===== config.mk =====
export PLATFORM = sky130hd
export DESIGN_NAME = wdog_two_stage
export DESIGN_NICKNAME = d
export VERILOG_FILES = /design/src/rtl/wdog_pkg.sv /design/src/rtl/wdog_prescaler.sv /design/src/rtl/wdog_countdown.sv /design/src/rtl/wdog_stage_fsm.sv /design/src/rtl/wdog_regs.sv /design/src/rtl/wdog_two_stage.sv
export SDC_FILE = /design/constraint.sdc
export NUM_CORES = 1
export LEC_CHECK = 0
export BUFFER_PORTS_ARGS = -buffer_cell sky130_fd_sc_hd__buf_2
export CORE_ASPECT_RATIO = 1.2
export CORE_UTILIZATION = 45
export CTS_CLUSTER_DIAMETER = 80
export CTS_CLUSTER_SIZE = 10
export DETAILED_ROUTE_END_ITERATION = 10
export PLACE_DENSITY_LB_ADDON = 0.25
export SYNTH_ARGS = -nofsm -noshare
export SYNTH_HDL_FRONTEND = slang
export SYNTH_HIERARCHICAL = 1
export SYNTH_SLANG_ARGS = --single-unit
export TNS_END_PERCENT = 1

===== constraint.sdc =====
create_clock -name clk -period 3.5 [get_ports clk]
set_input_delay 0.7 -clock clk [delete_from_list [all_inputs] [get_ports clk]]
set_output_delay 0.7 -clock clk [all_outputs]
set_load 0.05 [all_outputs]

===== src/rtl/wdog_pkg.sv =====
package wdog_pkg;
    localparam int BUS_W  = 16;
    localparam int ADDR_W = 5;

    localparam logic [ADDR_W-1:0] OFF_RELOAD = 5'h00;
    localparam logic [ADDR_W-1:0] OFF_STAT1  = 5'h04;
    localparam logic [ADDR_W-1:0] OFF_STAT2  = 5'h06;
    localparam logic [ADDR_W-1:0] OFF_CTRL   = 5'h08;
    localparam logic [ADDR_W-1:0] OFF_GUARD  = 5'h0A;
    localparam logic [ADDR_W-1:0] OFF_START  = 5'h12;

    localparam int HALT_BIT  = 11;
    localparam int WARN_BIT  = 3;
    localparam int BLOCK_BIT = 0;
    localparam int BITE_BIT  = 1;
    localparam int MIN_START = 4;

    typedef enum logic [0:0] {
        ST_FRESH  = 1'b0,
        ST_WARNED = 1'b1
    } stage_t;
endpackage


===== src/rtl/wdog_prescaler.sv =====
module wdog_prescaler #(
    parameter int TICK_DIV = 120_000_000
) (
    input  logic clk,
    input  logic rst_n,
    input  logic run,
    input  logic restart,
    output logic tick
);
    localparam int PW = (TICK_DIV > 1) ? $clog2(TICK_DIV) : 1;
    localparam logic [PW-1:0] LAST = PW'(TICK_DIV - 1);

    logic [PW-1:0] div_q;

    assign tick = run && !restart && (div_q == LAST);

    always_ff @(posedge clk or negedge rst_n) begin
        if (!rst_n)
            div_q <= '0;
        else if (!run || restart || div_q == LAST)
            div_q <= '0;
        else
            div_q <= div_q + 1'b1;
    end
endmodule


===== src/rtl/wdog_countdown.sv =====
module wdog_countdown #(
    parameter int CNT_W = 10,
    parameter int START_DEFAULT = 50
) (
    input  logic             clk,
    input  logic             rst_n,
    input  logic             load,
    input  logic             tick,
    input  logic [CNT_W-1:0] start_val,
    output logic [CNT_W-1:0] count,
    output logic             expire
);
    assign expire = tick && (count == '0);

    always_ff @(posedge clk or negedge rst_n) begin
        if (!rst_n)
            count <= CNT_W'(START_DEFAULT);
        else if (load || expire)
            count <= start_val;
        else if (tick)
            count <= count - 1'b1;
    end


    expire_reload_chk: assert property (@(posedge clk) disable iff (!rst_n)
        expire |=> (count == $past(start_val)));
endmodule


===== src/rtl/wdog_stage_fsm.sv =====
module wdog_stage_fsm
    import wdog_pkg::*;
(
    input  logic clk,
    input  logic rst_n,
    input  logic expire,
    input  logic rearm,
    output logic warn_evt,
    output logic bite_evt
);
    stage_t state_q, state_d;

    always_comb begin
        state_d = state_q;
        unique case (state_q)
            ST_FRESH:  if (expire) state_d = ST_WARNED;
            ST_WARNED: if (expire) state_d = ST_FRESH;
            default:   state_d = ST_FRESH;
        endcase
        if (rearm)
            state_d = ST_FRESH;
    end

    always_ff @(posedge clk or negedge rst_n) begin
        if (!rst_n)
            state_q <= ST_FRESH;
        else
            state_q <= state_d;
    end

    always_comb begin
        warn_evt = 1'b0;
        bite_evt = 1'b0;
        unique case (state_q)
            ST_FRESH:  warn_evt = expire && !rearm;
            ST_WARNED: bite_evt = expire && !rearm;
            default: ;
        endcase
    end


    rearm_fresh_chk: assert property (@(posedge clk) disable iff (!rst_n)
        rearm |=> (state_q == ST_FRESH));
endmodule


===== src/rtl/wdog_regs.sv =====
module wdog_regs
    import wdog_pkg::*;
#(
    parameter int CNT_W = 10,
    parameter int START_DEFAULT = 50
) (
    input  logic              clk,
    input  logic              rst_n,
    input  logic              bus_wr,
    input  logic [ADDR_W-1:0] bus_addr,
    input  logic [BUS_W-1:0]  bus_wdata,
    output logic [BUS_W-1:0]  bus_rdata,
    input  logic              noreboot_strap,
    input  logic [CNT_W-1:0]  count,
    input  logic              warn_evt,
    input  logic              bite_evt,
    output logic              halt,
    output logic              reload_wr,
    output logic [CNT_W-1:0]  start_val,
    output logic              guard_eff
);
    localparam logic [BUS_W-1:0] CTRL_RST = BUS_W'(1) << HALT_BIT;

    logic [BUS_W-1:0]       ctrl_q;
    logic [BUS_W-1:CNT_W]   start_hi_q;
    logic [CNT_W-1:0]       start_q;
    logic                   guard_q;
    logic                   warn_q;
    logic                   block_q;
    logic                   bite_q;

    logic wr_ctrl, wr_start, wr_guard, wr_stat1, wr_stat2;

    assign reload_wr = bus_wr && (bus_addr == OFF_RELOAD);
    assign wr_ctrl   = bus_wr && (bus_addr == OFF_CTRL);
    assign wr_start  = bus_wr && (bus_addr == OFF_START);
    assign wr_guard  = bus_wr && (bus_addr == OFF_GUARD);
    assign wr_stat1  = bus_wr && (bus_addr == OFF_STAT1);
    assign wr_stat2  = bus_wr && (bus_addr == OFF_STAT2);

    assign halt      = ctrl_q[HALT_BIT];
    assign start_val = start_q;
    assign guard_eff = guard_q || noreboot_strap;

    always_ff @(posedge clk or negedge rst_n) begin
        if (!rst_n) begin
            ctrl_q     <= CTRL_RST;
            start_hi_q <= '0;
            start_q    <= CNT_W'(START_DEFAULT);
            guard_q    <= 1'b1;
        end else begin
            if (wr_ctrl)
                ctrl_q <= bus_wdata;
            if (wr_start) begin
                start_hi_q <= bus_wdata[BUS_W-1:CNT_W];
                if (bus_wdata[CNT_W-1:0] >= CNT_W'(MIN_START))
                    start_q <= bus_wdata[CNT_W-1:0];
            end
            if (wr_guard)
                guard_q <= bus_wdata[0];
        end
    end

    always_ff @(posedge clk or negedge rst_n) begin
        if (!rst_n) begin
            warn_q  <= 1'b0;
            block_q <= 1'b0;
            bite_q  <= 1'b0;
        end else begin
            if (warn_evt)
                warn_q <= 1'b1;
            else if (wr_stat1 && bus_wdata[WARN_BIT])
                warn_q <= 1'b0;

            if (bite_evt && guard_eff)
                block_q <= 1'b1;
            else if (wr_stat2 && bus_wdata[BLOCK_BIT])
                block_q <= 1'b0;

            if (bite_evt)
                bite_q <= 1'b1;
            else if (wr_stat2 && bus_wdata[BITE_BIT])
                bite_q <= 1'b0;
        end
    end

    always_comb begin
        bus_rdata = '0;
        unique case (bus_addr)
            OFF_RELOAD: bus_rdata[CNT_W-1:0]    = count;
            OFF_STAT1:  bus_rdata[WARN_BIT]     = warn_q;
            OFF_STAT2: begin
                        bus_rdata[BLOCK_BIT]    = block_q;
                        bus_rdata[BITE_BIT]     = bite_q;
            end
            OFF_CTRL:   bus_rdata               = ctrl_q;
            OFF_GUARD:  bus_rdata[0]            = guard_eff;
            OFF_START:  bus_rdata               = {start_hi_q, start_q};
            default:    bus_rdata               = '0;
        endcase
    end


    start_legal_chk: assert property (@(posedge clk) disable iff (!rst_n)
        start_q >= CNT_W'(MIN_START));
endmodule


===== src/rtl/wdog_two_stage.sv =====
module wdog_two_stage
    import wdog_pkg::*;
#(
    parameter int TICK_DIV      = 120_000_000,
    parameter int CNT_W         = 10,
    parameter int START_DEFAULT = 50
) (
    input  logic              clk,
    input  logic              rst_n,
    input  logic              bus_wr,
    input  logic [ADDR_W-1:0] bus_addr,
    input  logic [BUS_W-1:0]  bus_wdata,
    output logic [BUS_W-1:0]  bus_rdata,
    input  logic              noreboot_strap,
    output logic              rst_req
);
    logic             halt, reload_wr, guard_eff, tick, expire;
    logic             warn_evt, bite_evt;
    logic [CNT_W-1:0] start_val, count;

    wdog_regs #(.CNT_W(CNT_W), .START_DEFAULT(START_DEFAULT)) u_regs (
        .clk(clk), .rst_n(rst_n), .bus_wr(bus_wr), .bus_addr(bus_addr),
        .bus_wdata(bus_wdata), .bus_rdata(bus_rdata),
        .noreboot_strap(noreboot_strap), .count(count),
        .warn_evt(warn_evt), .bite_evt(bite_evt), .halt(halt),
        .reload_wr(reload_wr), .start_val(start_val), .guard_eff(guard_eff)
    );

    wdog_prescaler #(.TICK_DIV(TICK_DIV)) u_presc (
        .clk(clk), .rst_n(rst_n), .run(!halt), .restart(reload_wr), .tick(tick)
    );

    wdog_countdown #(.CNT_W(CNT_W), .START_DEFAULT(START_DEFAULT)) u_cnt (
        .clk(clk), .rst_n(rst_n), .load(reload_wr), .tick(tick),
        .start_val(start_val), .count(count), .expire(expire)
    );

    wdog_stage_fsm u_fsm (
        .clk(clk), .rst_n(rst_n), .expire(expire), .rearm(reload_wr),
        .warn_evt(warn_evt), .bite_evt(bite_evt)
    );

    always_ff @(posedge clk or negedge rst_n) begin
        if (!rst_n)
            rst_req <= 1'b0;
        else
            rst_req <= bite_evt && !guard_eff;
    end


    halt_freeze_chk: assert property (@(posedge clk) disable iff (!rst_n)
        ($past(halt) && !$past(reload_wr)) |-> $stable(count));

    req_pulse_chk: assert property (@(posedge clk) disable iff (!rst_n)
        rst_req |=> !rst_req);

    req_guard_chk: assert property (@(posedge clk) disable iff (!rst_n)
        rst_req |-> !$past(guard_eff));
endmodule


# == Word-level counts from Yosys, hierarchy flattened ==
# Index checks and enable logic that the tools add are counted.
# totals
output_inout_bits,17
ff_bits,75
word_cells,71
in_bits,25
# op_classes
addsub,2
magnitude_cmp,1
mux,21
n_eq_ne,6
bitwise,1
n_reduce_logical,29
# op_table
op,count
$add A27 B1 Y27 const B,1
$eq A27 B27 Y1 const B,1
$mux W27,1
$mux W10,2
$pmux W6 S3,1
$logic_and A1 B1 Y1,15
$pmux W6 S2,1
$mux W1,11
$eq A5 B3 Y1 const B,2
$eq A5 B4 Y1 const B,2
$ge A10 B3 Y1 const B,1
$logic_not A10 Y1,1
$sub A10 B1 Y10 const B,1
$pmux W1 S4,2
$reduce_bool A2 Y1,4
$eq A5 B5 Y1 const B,1
$logic_not A5 Y1,1
$pmux W1 S5,1
$logic_or A1 B1 Y1,4
$logic_not A1 Y1,3
$pmux W1 S3,1
$pmux W1 S2,1
$reduce_and A2 Y1,1
$not A1 Y1,1

# == Longest topological paths before layout ==
# logic_depth
word_depth,10
ltp_mapped,12
mapped_depth_nobuf,10

# == By module ==
# The synthesis kept the hierarchy.
# by_module_without_submodules
mod,area_each_um2,seq_area_each_um2,instances,cells_per_inst
wdog_regs,1709.1,907.1,1,132
wdog_prescaler,1480.2,675.6,1,155
wdog_countdown,629.4,254.0,1,65
wdog_stage_fsm,55.1,25.0,1,5
wdog_two_stage,42.5,25.0,1,3

# == Worst setup path after synthesis ==
# OpenSTA, ideal clock, no wires.
# synth_timing
path_type,input to register
from,in bus_addr[4]
to,reg rst_req
t_arrival_ps,3650
path_slack_ps,-217
t_required_ps,3432
path_stages,12
setup_time_ps,68
path_buffers,2
cell_sequence,or3_1 nor3_1 buf_2 and2_1 nand2b_1 clkbuf_1 nor4_1 nor4b_4 nand2_1 nor3b_1 and3b_2 nor2b_4
# synth_via
elab_chain_len,9
# synth_rtl
item,line,rtl
"start, declared",wdog_two_stage.sv:11,"input logic [ADDR_W-1:0] bus_addr,"
$logic_not A5 Y1,wdog_regs.sv:34,assign reload_wr = bus_wr && (bus_addr == OFF_RELOAD);
$logic_and A1 B1 Y1,wdog_regs.sv:34,
net reload_wr,wdog_two_stage.sv:17,"logic halt, reload_wr, guard_eff, tick, expire;"
$logic_not A1 Y1,wdog_prescaler.sv:15,assign tick = run && !restart && (div_q == LAST);
$logic_and A1 B1 Y1 (2 in a row),wdog_prescaler.sv:15,
net tick,wdog_two_stage.sv:17,
$logic_and A1 B1 Y1,wdog_countdown.sv:13,assign expire = tick && (count == '0);
net expire,wdog_two_stage.sv:17,
$logic_and A1 B1 Y1,wdog_stage_fsm.sv:36,ST_WARNED: bite_evt = expire && !rearm;
$mux W1,wdog_stage_fsm.sv:34,unique case (state_q)
net bite_evt,wdog_two_stage.sv:18,"logic warn_evt, bite_evt;"
$logic_and A1 B1 Y1,wdog_two_stage.sv:47,rst_req <= bite_evt && !guard_eff;
"end signal, assigned",wdog_two_stage.sv:47,
"end, declared",wdog_two_stage.sv:15,output logic rst_req
# The timed path passes the listed nets, and every way through them passes these cells.
# A chain may end at the register's enable or synchronous reset.

# == Worst setup path in the final report ==
# layout_timing
from,reg u_presc.div_q[0]
to,reg u_regs.block_q
# layout_via
elab_chain_len,7
word_cells_on_any_way,8
classes_between,eq/ne: 1; mux: 2; reduce/logical: 5
# layout_rtl
item,line,rtl
"start, declared",wdog_prescaler.sv:13,logic [PW-1:0] div_q;
"start signal, assigned",wdog_prescaler.sv:23,div_q <= div_q + 1'b1;
$eq A27 B27 Y1 (*),wdog_prescaler.sv:15,
$logic_and A1 B1 Y1 (*),wdog_prescaler.sv:15,
net tick,wdog_two_stage.sv:17,
$logic_and A1 B1 Y1 (*),wdog_countdown.sv:13,
net expire,wdog_two_stage.sv:17,
$logic_and A1 B1 Y1 (*),wdog_stage_fsm.sv:36,
$mux W1 (*),wdog_stage_fsm.sv:34,
net bite_evt,wdog_two_stage.sv:18,
$logic_and A1 B1 Y1 (*),wdog_regs.sv:75,if (bite_evt && guard_eff)
$mux W1 / $reduce_bool A2 Y1 (equally long branches),-,
"end signal, assigned",wdog_regs.sv:67,block_q <= 1'b0;
"end signal, assigned",wdog_regs.sv:76,block_q <= 1'b1;
"end signal, assigned",wdog_regs.sv:78,block_q <= 1'b0;
"end, declared",wdog_regs.sv:29,logic block_q;
# Mark *: on every way through the listed nets, which the timed path passes. The rest lies on a longest branch.

==> impl_table.tex <==
\begin{tabular}{lr}
\hline
Metric & Value \\
\hline
\multicolumn{2}{l}{\textbf{Run status}} \\
\quad Status & completed \\
\multicolumn{2}{l}{\textbf{Power and ir drop}} \\
\quad Power density of the placed cells & between 400 and 500 nW/um\^{}2 \\
\quad Standby leakage power & slightly below 2 nW \\
\quad Peak supply drop & roughly 0.00037 V \\
\quad Power after layout & about 2 mW \\
\multicolumn{2}{l}{\textbf{Synthesis}} \\
\quad Syn nets & 387 \\
\quad Sequential element share of the synthesized area & a little under 50\% \\
\quad Number of enable-type register cells in the synthesized netlist & 0 \\
\quad Yosys Warn Count & 6 \\
\quad Post-Syn Area per Cell & approximately 11 um\^{}2 \\
\quad Total standard cell area after synthesis & 3920 um\^{}2 \\
\quad Main flop type after synthesis & dfrtp\_1 \\
\quad Post-synthesis cell type count & 64 \\
\quad Synthesized flop and latch total & 75 \\
\quad Gate count after technology mapping & between 300 and 400 \\
\quad Async set-or-reset flop fraction in the synthesized netlist & between 90\% and 100\% \\
\multicolumn{2}{l}{\textbf{Clock network}} \\
\quad Quantity of gates resized following cts & 0 \\
\quad Number of levels in the clock H-tree & 3 \\
\quad Post-CTS repair timing setup buffer count & 0 \\
\quad Clock-pin slew on the worst setup and hold paths & 0.08 ns \\
\quad Total CTS buffers & 9 \\
\quad Maximum clock path buffer count & 2 \\
\quad CTS Sinks & 75 \\
\quad Library cell used as clock root buffer & clkbuf\_8 \\
\quad Hold\_buf cts & 0 \\
\quad CTS tree & yes \\
\quad Source-to-sink clock delay at the later pin of the worst-skew pair & around 0.35 ns \\
\multicolumn{2}{l}{\textbf{Worst setup path}} \\
\quad CP Data Required Time & $\sim$3.8 ns \\
\quad Nature of the critical path startpoint & register \\
\quad Critical Path Source & u\_presc/div\_q[0]\$\_DFF\_PN0\_ \\
\quad Reg-to-reg setup timing slack & between 0.4 and 0.5 ns \\
\quad Crit path DAT & between 3 and 4 ns \\
\quad Number of cells traversed by the worst register-to-register path & 9 \\
\quad Reg-to-reg startpoint & u\_presc/div\_q[0]\$\_DFF\_PN0\_ \\
\quad Worst Path Class, Setup & reg -> reg \\
\quad Endpoint kind of the worst setup timing path & register \\
\quad Critical path fanouts, max & 10 \\
\multicolumn{2}{l}{\textbf{Route}} \\
\quad Drt drc & 0 \\
\quad Antenna violation net count after detailed routing & 0 \\
\quad Length of the first detailed-routing pass in iterations & 4 \\
\quad Violation count after the first detailed-routing iteration & around 170 \\
\quad Average wire per standard cell & around 16 um \\
\quad Final Routed Wirelength & between 8000 and 9000 um \\
\quad Detailed-route via count & 3010 \\
\quad Drt via density & approximately 5.7 \\
\multicolumn{2}{l}{\textbf{Final layout}} \\
\quad FF+latch area & 1890 um\^{}2 \\
\quad Antenna cell count & 0 \\
\quad Relative area change from synthesis to final layout & 13.6\% \\
\quad \# fillers & 791 \\
\quad Most common library cell in the layout ignoring fill and taps & dfrtp\_1 \\
\quad Multi-input combinational cell area & around 1900 um\^{}2 \\
\quad Highest-count cells in the layout ignoring fill and taps & dfrtp\_1 (67), buf\_2 (40), nor2\_1 (33), mux2\_2 (33), nand2\_1 (22) \\
\quad Fraction of final layout cells sized beyond drive strength 1 & 30.3\% \\
\quad Net count of the finished layout & $\sim$440 \\
\multicolumn{2}{l}{\textbf{Global route}} \\
\quad Wire length of the first global-routing pass & $\sim$14000 um \\
\quad Antenna violations before repair & 0 \\
\quad Overall global routing resource usage & about a fifth \\
\quad Via count of the first global-routing pass & between 2000 and 3000 \\
\quad Grt ovf & 0 \\
\quad Largest net degree at the start of global routing & between 70 and 80 \\
\multicolumn{2}{l}{\textbf{Floorplanning}} \\
\quad Die boundary height & 104 um \\
\quad Core footprint & between 8000 and 9000 um\^{}2 \\
\quad Top-Level Pins & 42 \\
\quad Area enclosed by the die boundary & slightly above 9000 um\^{}2 \\
\quad Die Width & about 87 um \\
\quad Starting Density & a little under half \\
\quad Number of standard-cell rows in the floorplan & 36 \\
\multicolumn{2}{l}{\textbf{STA}} \\
\quad Share of the clock period used by the worst path & a little under nine tenths \\
\quad Count of final setup violators & 0 \\
\quad Maximum clock frequency & between 300 and 400 MHz \\
\quad Worst-margin pin slew & 0.933 ns \\
\quad Minimum setup slack in the final design & $\sim$0.5 ns \\
\quad Post-route setup TNS & 0 ns \\
\quad Number of pins with negative max-slew slack in the final report & 0 \\
\quad Relative slew margins & 37.8\% \\
\quad Worst hold-check slack & a little under 0.5 ns \\
\quad Setup repair after global routing missed its margin & false \\
\quad Final Hold Viols & 0 \\
\quad Worst clock skew & 0.0180 ns \\
\quad Min Tclk post-route & roughly 3.0 ns \\
\multicolumn{2}{l}{\textbf{Hold path}} \\
\quad Path type of the worst min-delay path & in -> async \\
\multicolumn{2}{l}{\textbf{Placed design}} \\
\quad Worst Setup Slack post-DPL & 0.147 ns \\
\quad Number of port buffers & about 40 \\
\quad Routability congestion estimate from global placement & slightly above 0.8 \\
\quad Post-detail-place hpwl & 5830 um \\
\multicolumn{2}{l}{\textbf{Flow run}} \\
\quad Max-capacitance violation count & 0 \\
\hline
\end{tabular}
==> cell usage after synthesis, types with 6 or more instances <==
cell type / instances / area share (%)
xor2_1: 11 / 2.5
nand3_1: 12 / 1.5
or4_1: 6 / 1.2
xnor2_1: 8 / 1.8
nor2_1: 33 / 3.2
o31ai_1: 7 / 1.3
mux2_2: 33 / 9.5
nand4_1: 11 / 1.8
inv_1: 14 / 1.3
a21oi_1: 19 / 2.4
dfstp_2: 8 / 5.4
a222oi_1: 7 / 1.8
a22o_1: 7 / 1.6
nor4_1: 6 / 0.96
nand2_1: 22 / 2.1
dfrtp_1: 67 / 43
==> registers in the layout, indices dropped and copies added (netlist names) <==
| name | count |
|---|---|
| u_presc/div_q | 27 |
| u_regs/ctrl_q | 16 |
| u_cnt/count | 10 |
| u_regs/start_val | 10 |
| u_regs/start_hi_q | 6 |
| rst_req | 1 |
| u_fsm/state_q | 1 |
| u_regs/bite_q | 1 |
| u_regs/block_q | 1 |
| u_regs/guard_q | 1 |
| u_regs/warn_q | 1 |
==> cell type report <==
type	count	area share [%]
inverters	14	1.18
repair buffers	50	6.19
flip-flops and latches	75	42.4
multi-input cells	258	43.1
clock inverters	5	0.787
clock buffers	11	3.18
well taps	114	3.21
==> cells by family after synthesis <==
| family | Yosys count | share of synthesized area (%) |
|---|---|---|
| AND/OR/NAND/NOR | 136 | 20.8 |
| flip-flops | 75 | 48.2 |
| AO/OA/AOI/OAI | 68 | 13.4 |
| multiplexers | 33 | 9.49 |
| buffers and inverters | 27 | 3.29 |
| XOR/XNOR | 19 | 4.25 |
| adder cells (fa/ha/maj) | 2 | 0.639 |
==> power by group <==
| part | switching [mW] | internal (mW) | total, mW |
|---|---|---|---|
| Combinational | 0.179 | 0.148 | 0.326 |
| Clock | 0.331 | 0.280 | 0.611 |
| Sequential | 0.112 | 1.00 | 1.11 |
==> worst paths after layout <==
kind                                                endpoint
hold / removal                   u_presc/div_q[24]$_DFF_PN0_
min in group clk                  u_presc/div_q[0]$_DFF_PN0_
hold reg to reg                   u_presc/div_q[0]$_DFF_PN0_
setup reg to reg                  u_regs/block_q$_DFFE_PN0P_
setup / recovery                  u_regs/block_q$_DFFE_PN0P_
max in group asynchronous  u_regs/start_hi_q[13]$_DFFE_PN0P_
==> routing by layer <==
| metal | wire [um] | track usage (%) | vias to the layer above |
|---|---|---|---|
| met5 | 0 | 0 | - |
| met4 | 106 | 5.97 | 0 |
| met3 | 255 | 4.13 | 12 |
| met2 | 4260 | 33.2 | 50 |
| met1 | 3840 | 26.4 | 1493 |
| li1 | - | - | 1455 |
==> metrics by stage <==
stage	util, %	instances	area (um^2)
6_report	53.7	527	4450
5_1_grt	53.7	527	4450
4_1_cts	53.7	527	4450
3_5_place_dp	51.6	511	4270
3_3_place_gp	51.6	511	4270
2_1_floorplan	-	360	3930
==> worst max-delay path, cell delays in order, from the launching register on <==
cell and delay, ns:
dfrtp_1 0.39, ha_1 0.24, and4_1 0.33, nand2_1 0.17, nor4_4 0.32, nor4b_4 0.55
nand2_1 0.15, nor3b_1 0.40, and3b_2 0.28, a22o_1 0.13
Note: power is estimated with default switching activity, not from simulation.
